$ cat src/rtl/ccf_pkg.sv
package ccf_pkg;

    localparam int FLAG_W = 4;

    typedef enum logic [3:0] {
        CC_PASS  = 4'd0,
        CC_LOGIC = 4'd1,
        CC_ADD   = 4'd2,
        CC_SUB   = 4'd3,
        CC_CMPB  = 4'd4,
        CC_CMPW  = 4'd5,
        CC_ADDX  = 4'd6,
        CC_SUBX  = 4'd7,
        CC_SHIFT = 4'd8
    } cc_tag_e;

    typedef struct packed {
        logic n;
        logic z;
        logic v;
        logic c;
    } cc_flags_t;

    localparam cc_flags_t FLAGS_CLEAR = '{n: 1'b0, z: 1'b0, v: 1'b0, c: 1'b0};

    function automatic logic tag_known(input logic [3:0] t);
        return t <= 4'(CC_SHIFT);
    endfunction

endpackage

$ cat src/rtl/ccf_nz_detect.sv
module ccf_nz_detect #(
    parameter int W = 32
) (
    input  logic [W-1:0] val_i,
    output logic         n_o,
    output logic         z_o
);
    always_comb begin
        z_o = (val_i == '0);
        n_o = val_i[W-1];
    end
endmodule

$ cat src/rtl/ccf_sub_flags.sv
module ccf_sub_flags
    import ccf_pkg::*;
#(
    parameter int W = 32
) (
    input  logic [W-1:0] res_i,
    input  logic [W-1:0] opnd_i,
    input  logic         cin_i,
    output cc_flags_t    flags_o
);
    localparam logic [W-1:0] ONE = {{(W-1){1'b0}}, 1'b1};

    logic [W-1:0] minuend;
    logic [W-1:0] ovf_vec;
    logic         n_w;
    logic         z_w;

    ccf_nz_detect #(.W(W)) u_nz (
        .val_i (res_i),
        .n_o   (n_w),
        .z_o   (z_w)
    );

    always_comb begin
        minuend   = res_i + opnd_i + (cin_i ? ONE : '0);
        ovf_vec   = (minuend ^ res_i) & (minuend ^ opnd_i);
        flags_o.n = n_w;
        flags_o.z = z_w;
        flags_o.v = ovf_vec[W-1];
        flags_o.c = cin_i ? (minuend <= opnd_i) : (minuend < opnd_i);
    end
endmodule

$ cat src/rtl/ccf_add_flags.sv
module ccf_add_flags
    import ccf_pkg::*;
#(
    parameter int W = 32
) (
    input  logic [W-1:0] res_i,
    input  logic [W-1:0] opnd_i,
    input  logic         cin_i,
    output cc_flags_t    flags_o
);
    localparam logic [W-1:0] ONE = {{(W-1){1'b0}}, 1'b1};

    logic [W-1:0] addend;
    logic [W-1:0] ovf_vec;
    logic         n_w;
    logic         z_w;

    ccf_nz_detect #(.W(W)) u_nz (
        .val_i (res_i),
        .n_o   (n_w),
        .z_o   (z_w)
    );

    always_comb begin
        addend    = res_i - opnd_i - (cin_i ? ONE : '0);
        ovf_vec   = (opnd_i ^ res_i) & ~(addend ^ opnd_i);
        flags_o.n = n_w;
        flags_o.z = z_w;
        flags_o.v = ovf_vec[W-1];
        flags_o.c = cin_i ? (res_i <= opnd_i) : (res_i < opnd_i);
    end
endmodule

$ cat src/rtl/ccf_lazy_eval.sv
module ccf_lazy_eval
    import ccf_pkg::*;
#(
    parameter int DATA_W = 32,
    parameter int TAG_W  = 4
) (
    input  logic              clk,
    input  logic              rst,
    input  logic              req_i,
    input  logic [TAG_W-1:0]  tag_i,
    input  logic [DATA_W-1:0] res_i,
    input  logic [DATA_W-1:0] opnd_i,
    input  logic              prev_z_i,
    input  logic              sticky_z_i,
    output logic [FLAG_W-1:0] flags_o,
    output logic              valid_o,
    output logic              err_o
);
    localparam int NARROW_N = 2;

    function automatic int narrow_w(input int idx);
        return (idx == 0) ? 8 : 16;
    endfunction

    cc_tag_e   tag;
    logic      known;
    cc_flags_t add_f;
    cc_flags_t sub_f;
    cc_flags_t cmp_f [NARROW_N];
    cc_flags_t nxt_f;
    cc_flags_t flags_q;
    logic      full_n;
    logic      full_z;
    logic      valid_q;
    logic      err_q;

    assign tag   = cc_tag_e'(tag_i);
    assign known = tag_known(tag_i);

    ccf_nz_detect #(.W(DATA_W)) u_nz_full (
        .val_i (res_i),
        .n_o   (full_n),
        .z_o   (full_z)
    );

    ccf_add_flags #(.W(DATA_W)) u_add (
        .res_i   (res_i),
        .opnd_i  (opnd_i),
        .cin_i   (tag == CC_ADDX),
        .flags_o (add_f)
    );

    ccf_sub_flags #(.W(DATA_W)) u_sub (
        .res_i   (res_i),
        .opnd_i  (opnd_i),
        .cin_i   (tag == CC_SUBX),
        .flags_o (sub_f)
    );

    for (genvar g = 0; g < NARROW_N; g++) begin : g_cmp
        localparam int NW = narrow_w(g);
        ccf_sub_flags #(.W(NW)) u_cmp (
            .res_i   (res_i[NW-1:0]),
            .opnd_i  (opnd_i[NW-1:0]),
            .cin_i   (1'b0),
            .flags_o (cmp_f[g])
        );
    end

    always_comb begin
        nxt_f = FLAGS_CLEAR;
        unique case (tag)
            CC_PASS:           nxt_f = cc_flags_t'(res_i[FLAG_W-1:0]);
            CC_LOGIC: begin
                nxt_f.n = full_n;
                nxt_f.z = full_z;
            end
            CC_ADD, CC_ADDX:   nxt_f = add_f;
            CC_SUB, CC_SUBX:   nxt_f = sub_f;
            CC_CMPB:           nxt_f = cmp_f[0];
            CC_CMPW:           nxt_f = cmp_f[1];
            CC_SHIFT: begin
                nxt_f.n = full_n;
                nxt_f.z = full_z;
                nxt_f.c = (opnd_i != '0);
            end
            default:           nxt_f = flags_q;
        endcase
        if (sticky_z_i && tag != CC_PASS) begin
            nxt_f.z = nxt_f.z & prev_z_i;
        end
    end

    always_ff @(posedge clk) begin
        if (rst) begin
            flags_q <= FLAGS_CLEAR;
            valid_q <= 1'b0;
            err_q   <= 1'b0;
        end else begin
            valid_q <= req_i;
            err_q   <= req_i & ~known;
            if (req_i && known) begin
                flags_q <= nxt_f;
            end
        end
    end

    assign flags_o = flags_q;
    assign valid_o = valid_q;
    assign err_o   = err_q;

    assert_valid_follows_req_R12: assert property (@(posedge clk) disable iff (rst)
        req_i |=> valid_o);

    assert_no_spurious_valid_R12: assert property (@(posedge clk) disable iff (rst)
        !req_i |=> (!valid_o && $stable(flags_o)));

    assert_unknown_raises_err_R11: assert property (@(posedge clk) disable iff (rst)
        (req_i && !known) |=> err_o);

    assert_err_holds_flags_R11: assert property (@(posedge clk) disable iff (rst)
        err_o |-> $stable(flags_o));

    assert_nz_exclusive_R1: assert property (@(posedge clk) disable iff (rst)
        (valid_o && !err_o && $past(tag_i) != 4'(CC_PASS)) |-> !(flags_o[3] && flags_o[2]));

    assert_shift_v_clear_R7: assert property (@(posedge clk) disable iff (rst)
        (valid_o && $past(tag_i) == 4'(CC_SHIFT)) |-> !flags_o[1]);

    assert_logic_vc_clear_R8: assert property (@(posedge clk) disable iff (rst)
        (valid_o && $past(tag_i) == 4'(CC_LOGIC)) |-> (flags_o[1:0] == 2'b00));

    assert_sticky_clears_z_R10: assert property (@(posedge clk) disable iff (rst)
        (valid_o && !err_o && $past(sticky_z_i) && !$past(prev_z_i)
         && $past(tag_i) != 4'(CC_PASS)) |-> !flags_o[2]);

endmodule

$ cat config.mk
export PLATFORM = sky130hd
export DESIGN_NAME = ccf_lazy_eval
export DESIGN_NICKNAME = d
export VERILOG_FILES = /design/src/rtl/ccf_pkg.sv /design/src/rtl/ccf_nz_detect.sv /design/src/rtl/ccf_sub_flags.sv /design/src/rtl/ccf_add_flags.sv /design/src/rtl/ccf_lazy_eval.sv
export SDC_FILE = /design/constraint.sdc
export NUM_CORES = 1
export LEC_CHECK = 0
export BUFFER_PORTS_ARGS = -buffer_cell sky130_fd_sc_hd__buf_2
export CORE_MARGIN = 10
export CORE_UTILIZATION = 50
export DETAILED_ROUTE_END_ITERATION = 8
export HOLD_SLACK_MARGIN = 0.06
export PLACE_DENSITY_LB_ADDON = 0.2
export SETUP_SLACK_MARGIN = 0.1
export SLEW_MARGIN = 0
export SYNTH_ARGS = -nofsm -noshare
export SYNTH_HDL_FRONTEND = slang
export SYNTH_HIERARCHICAL = 1
export SYNTH_SLANG_ARGS = --single-unit
export TNS_END_PERCENT = 5
$ cat constraint.sdc
create_clock -name clk -period 6.3 [get_ports clk]
set_input_delay 0.945 -clock clk [delete_from_list [all_inputs] [get_ports clk]]
set_output_delay 0.945 -clock clk [all_outputs]
set_load 0.05 [all_outputs]
==> metrics.md <==
| Metric | Value |
|---|---|
| Seq/Total Area, Yosys | 1.61% |
| Gpl congestion | 0.926 |
| First-pass GRT wire length | 35.0 mm |
| Skew-Pair Late Insertion Delay | 0.22 ns |
| Least-Margin Pin Slew | 0.653 ns |
| Fin. Hold Viols | 0 |
| Met3 WL | 941 um |
| Synth cell types | 86 |
| Cell taking the most area after synthesis | ha_1 |
| Hold WC Path Type | reg -> reg |
| Initial antenna violation count | 0 |
| I/O pins | 79 |
| Highest layer used for signal routing | met4 |
| CTS tree | yes |
| WL final | 21.6 mm |
| Synthesized cell area | 7460 um^2 |
| Post-Layout Inst Area | 8020 um^2 |
| Unrepaired setup endpoints after global routing | false |
| WL/cell | 16.8 um |
| Final net count | 1377 |
| Worst Path Arrival | 5.86 ns |
| Placed Area | 7940 um^2 |
| Max-slew headroom | 56.1% |
| CTS Hold Buffers Added | 0 |
| Worst Skew | 0 ns |
| Total GRT Usage | 20.6% |
| Synth area leaders | ha_1 (33%), inv_1 (10%), a21oi_1 (6.0%) |
| Max rail drop VDD | 0.0648 mV |
| Die area | 20200 um^2 |
| Yosys warnings | 6 |
| Postcts setup bufs | 0 |
| Die Span Y | 142 um |
| Outcome | finished clean |
| Critical Path RT | 6.40 ns |
| Fin. max-slew vios | 0 |
| Fraction of layout cells with a size suffix above 1 | 10.8% |
| Leakage | 4.28 nW |
| Detailed Place HPWL | 18.2 mm |
| Core region area | 14600 um^2 |
| CTS max path bufs | 2 |
| Max cap viols | 0 |
| Die X | 142 um |
| GR Overflow Total | 0 |
| Final ANT Viol Nets | 0 |
| Clock root buffer | clkbuf_16 |
| CTS buffer count | 3 |
| CP endpoint kind | flop |
| Diode count | 0 |
| Met1 WL | 9.71 mm |
| Largest net degree at the start of global routing | 17 |
| Max Fclk | 0.174 GHz |
| Minimum clock period | 5.76 ns |
| Post-CTS sizing | 0 |
| Cells after Synth | 1036 |
| Cells on Worst Hold Path | 2 |
| Syn_area_per_cell | 7.20 um^2 |
| Flops & latches, synth | 6 |
| Vias post-DR | 7511 |
| DR pass1 iterations | 6 |
| Initial Utilization | 51.1% |
| Row count | 44 |
| Fin crit share | 91.5% |
| Vias in the first global route | 7074 |
| Primary FF master, synth | dfxtp_1 |
| Final setup violation count | 0 |
| Worst r2r path cells | 3 |
| WL met2 | 10.1 mm |
| Top-area cell type share of the netlist area | 33.1% |
| DRT iter0 DRCs | 534 |
| CP max FO | 14 |
| H-tree depth | 1 |
| PortBufs | 78 |
| Async S/R FF share, synth | 0% |
| Fin Setup TNS | 0 ns |
| Clk slew on worst S/H paths | 0.03 ns |
| Power per cell area | 116 nW/um^2 |
| Area Growth Syn to Fin | 7.52% |
| DRC | 0 |
| Post-synth EDFFs | 0 |
| CP Class | in -> reg |
| Via-to-Cell Ratio | 5.85 |
| Sink Count | 6 |
| Startpoint types | primary input |
[stage by stage]
step | total power, mW | hold slack, ns | setup WS, ns | std cells | utilization [%]
floorplan | 0.608 | 0.670 | 1.03 | 1039 | -
global route | 1.04 | 0.502 | 0.107 | 1283 | 55.0
global placement | 0.811 | 0.465 | 0.581 | 1280 | 54.4
finish | 0.930 | 0.457 | 0.538 | 1283 | 55.0
CTS | 0.924 | 0.468 | 0.633 | 1283 | 55.0
detailed placement | 0.816 | 0.464 | 0.429 | 1280 | 54.4
[cell usage in the layout (no fill, tap or decap), types with 3 or more instances in the layout]
cell type  instances
o211ai_1           7
nor2b_1           16
clkbuf_16          3
inv_1            207
nor2_1            46
buf_2             78
nand2_1           50
xor2_1            10
a31oi_1            4
a21o_1            38
o21bai_1           7
nor4_2             3
and3_1             7
nor4_1            35
conb_1             4
nand4_1           39
nand3_1           21
o2111ai_1          5
or4_1              5
a311oi_1           3
xnor2_1           35
buf_4              5
nor3_1            19
dfxtp_1            6
o21a_1            12
a211oi_1           5
ha_1             197
a22oi_1            4
o31ai_1            4
a21oi_1           90
o211ai_2           3
o21ai_0           36
fa_1               6
nor4b_1            4
a21boi_0           3
o22ai_1            4
nand2b_1           9
o41ai_1            4
or3_1              6
[layout make-up]
type                       count  area (um^2)
sequential                     6          120
inverter                     207          777
multi-input combinational    800         6390
timing repair buffer          83          428
tap                          184          230
clock buffer                   3         75.1
fill                        1448         6570
[path summary, 6_finish.rpt]
path | slack (ns) | endpoint | startpoint
hold / removal | 0.46 | flags_o[0]$_SDFFE_PP0P_ | flags_o[0]$_SDFFE_PP0P_
hold reg to reg | 0.46 | flags_o[0]$_SDFFE_PP0P_ | flags_o[0]$_SDFFE_PP0P_
setup reg to reg | 5.65 | flags_o[3]$_SDFFE_PP0P_ | flags_o[3]$_SDFFE_PP0P_
setup / recovery | 0.54 | flags_o[0]$_SDFFE_PP0P_ | tag_i[0]
[Yosys cell counts (all sizes together) (8+ instances only)]
master and count:
a21o 39, a21oi 92, o211ai 10, nand2 51
o21a 12, ha 197, nand2b 9, inv 207
nand3 21, nor3 20, and3 8, xor2 10
nor4 38, nor2b 16, xnor2 35, o21ai 38
nor2 46, nand4 39, buf 22
[where the power goes]
part	internal [mW]	total (mW)	leakage [nW]	switching [mW]
logic	0.330	0.787	4.20	0.457
registers	0.0402	0.0410	0.0492	0.000781
clock network	0.0813	0.101	0.0370	0.0201
[metal layers]
layer / vias up / global-route usage, %
met5: - / 0
met1: 3463 / 26.3
met2: 190 / 35.6
li1: 3820 / -
met4: 0 / 6.83
met3: 38 / 1.67
[state kept, by name (all words and copies together) (netlist names)]
| register | count |
|---|---|
| err_o | 1 |
| flags_o | 4 |
| valid_o | 1 |
[critical path, cell delays in order]
cell and delay, ns:
buf_2 0.19, nand2b_1 0.16, nor2_1 0.09, fa_1 0.41
a211oi_1 0.44, o211ai_2 0.19, a41oi_2 0.28, o211ai_2 0.15
a21oi_2 0.29, o311a_4 0.25, a21oi_1 0.05, or3_1 0.35
ha_1 0.39, nand4_1 0.09, or2_2 0.29, nor3_1 0.28
nor2_1 0.07, a21oi_1 0.11, o21ai_0 0.13, mux4_2 0.48
a21oi_1 0.14, o31ai_1 0.07
[cells by family after synthesis]
logic type                 Yosys count  share of synthesized area [%]
and+or+nand+nor                    275                           19.9
buffers and inverters              233                           12.9
DFF                                  6                           1.61
other                                1                         0.0503
adders and majority gates          203                           34.7
AOI/OAI and AO/OA                  267                           24.5
xor gates and xnor gates            45                           5.29
muxes                                6                           1.02
(Power assumes the default switching activity.)
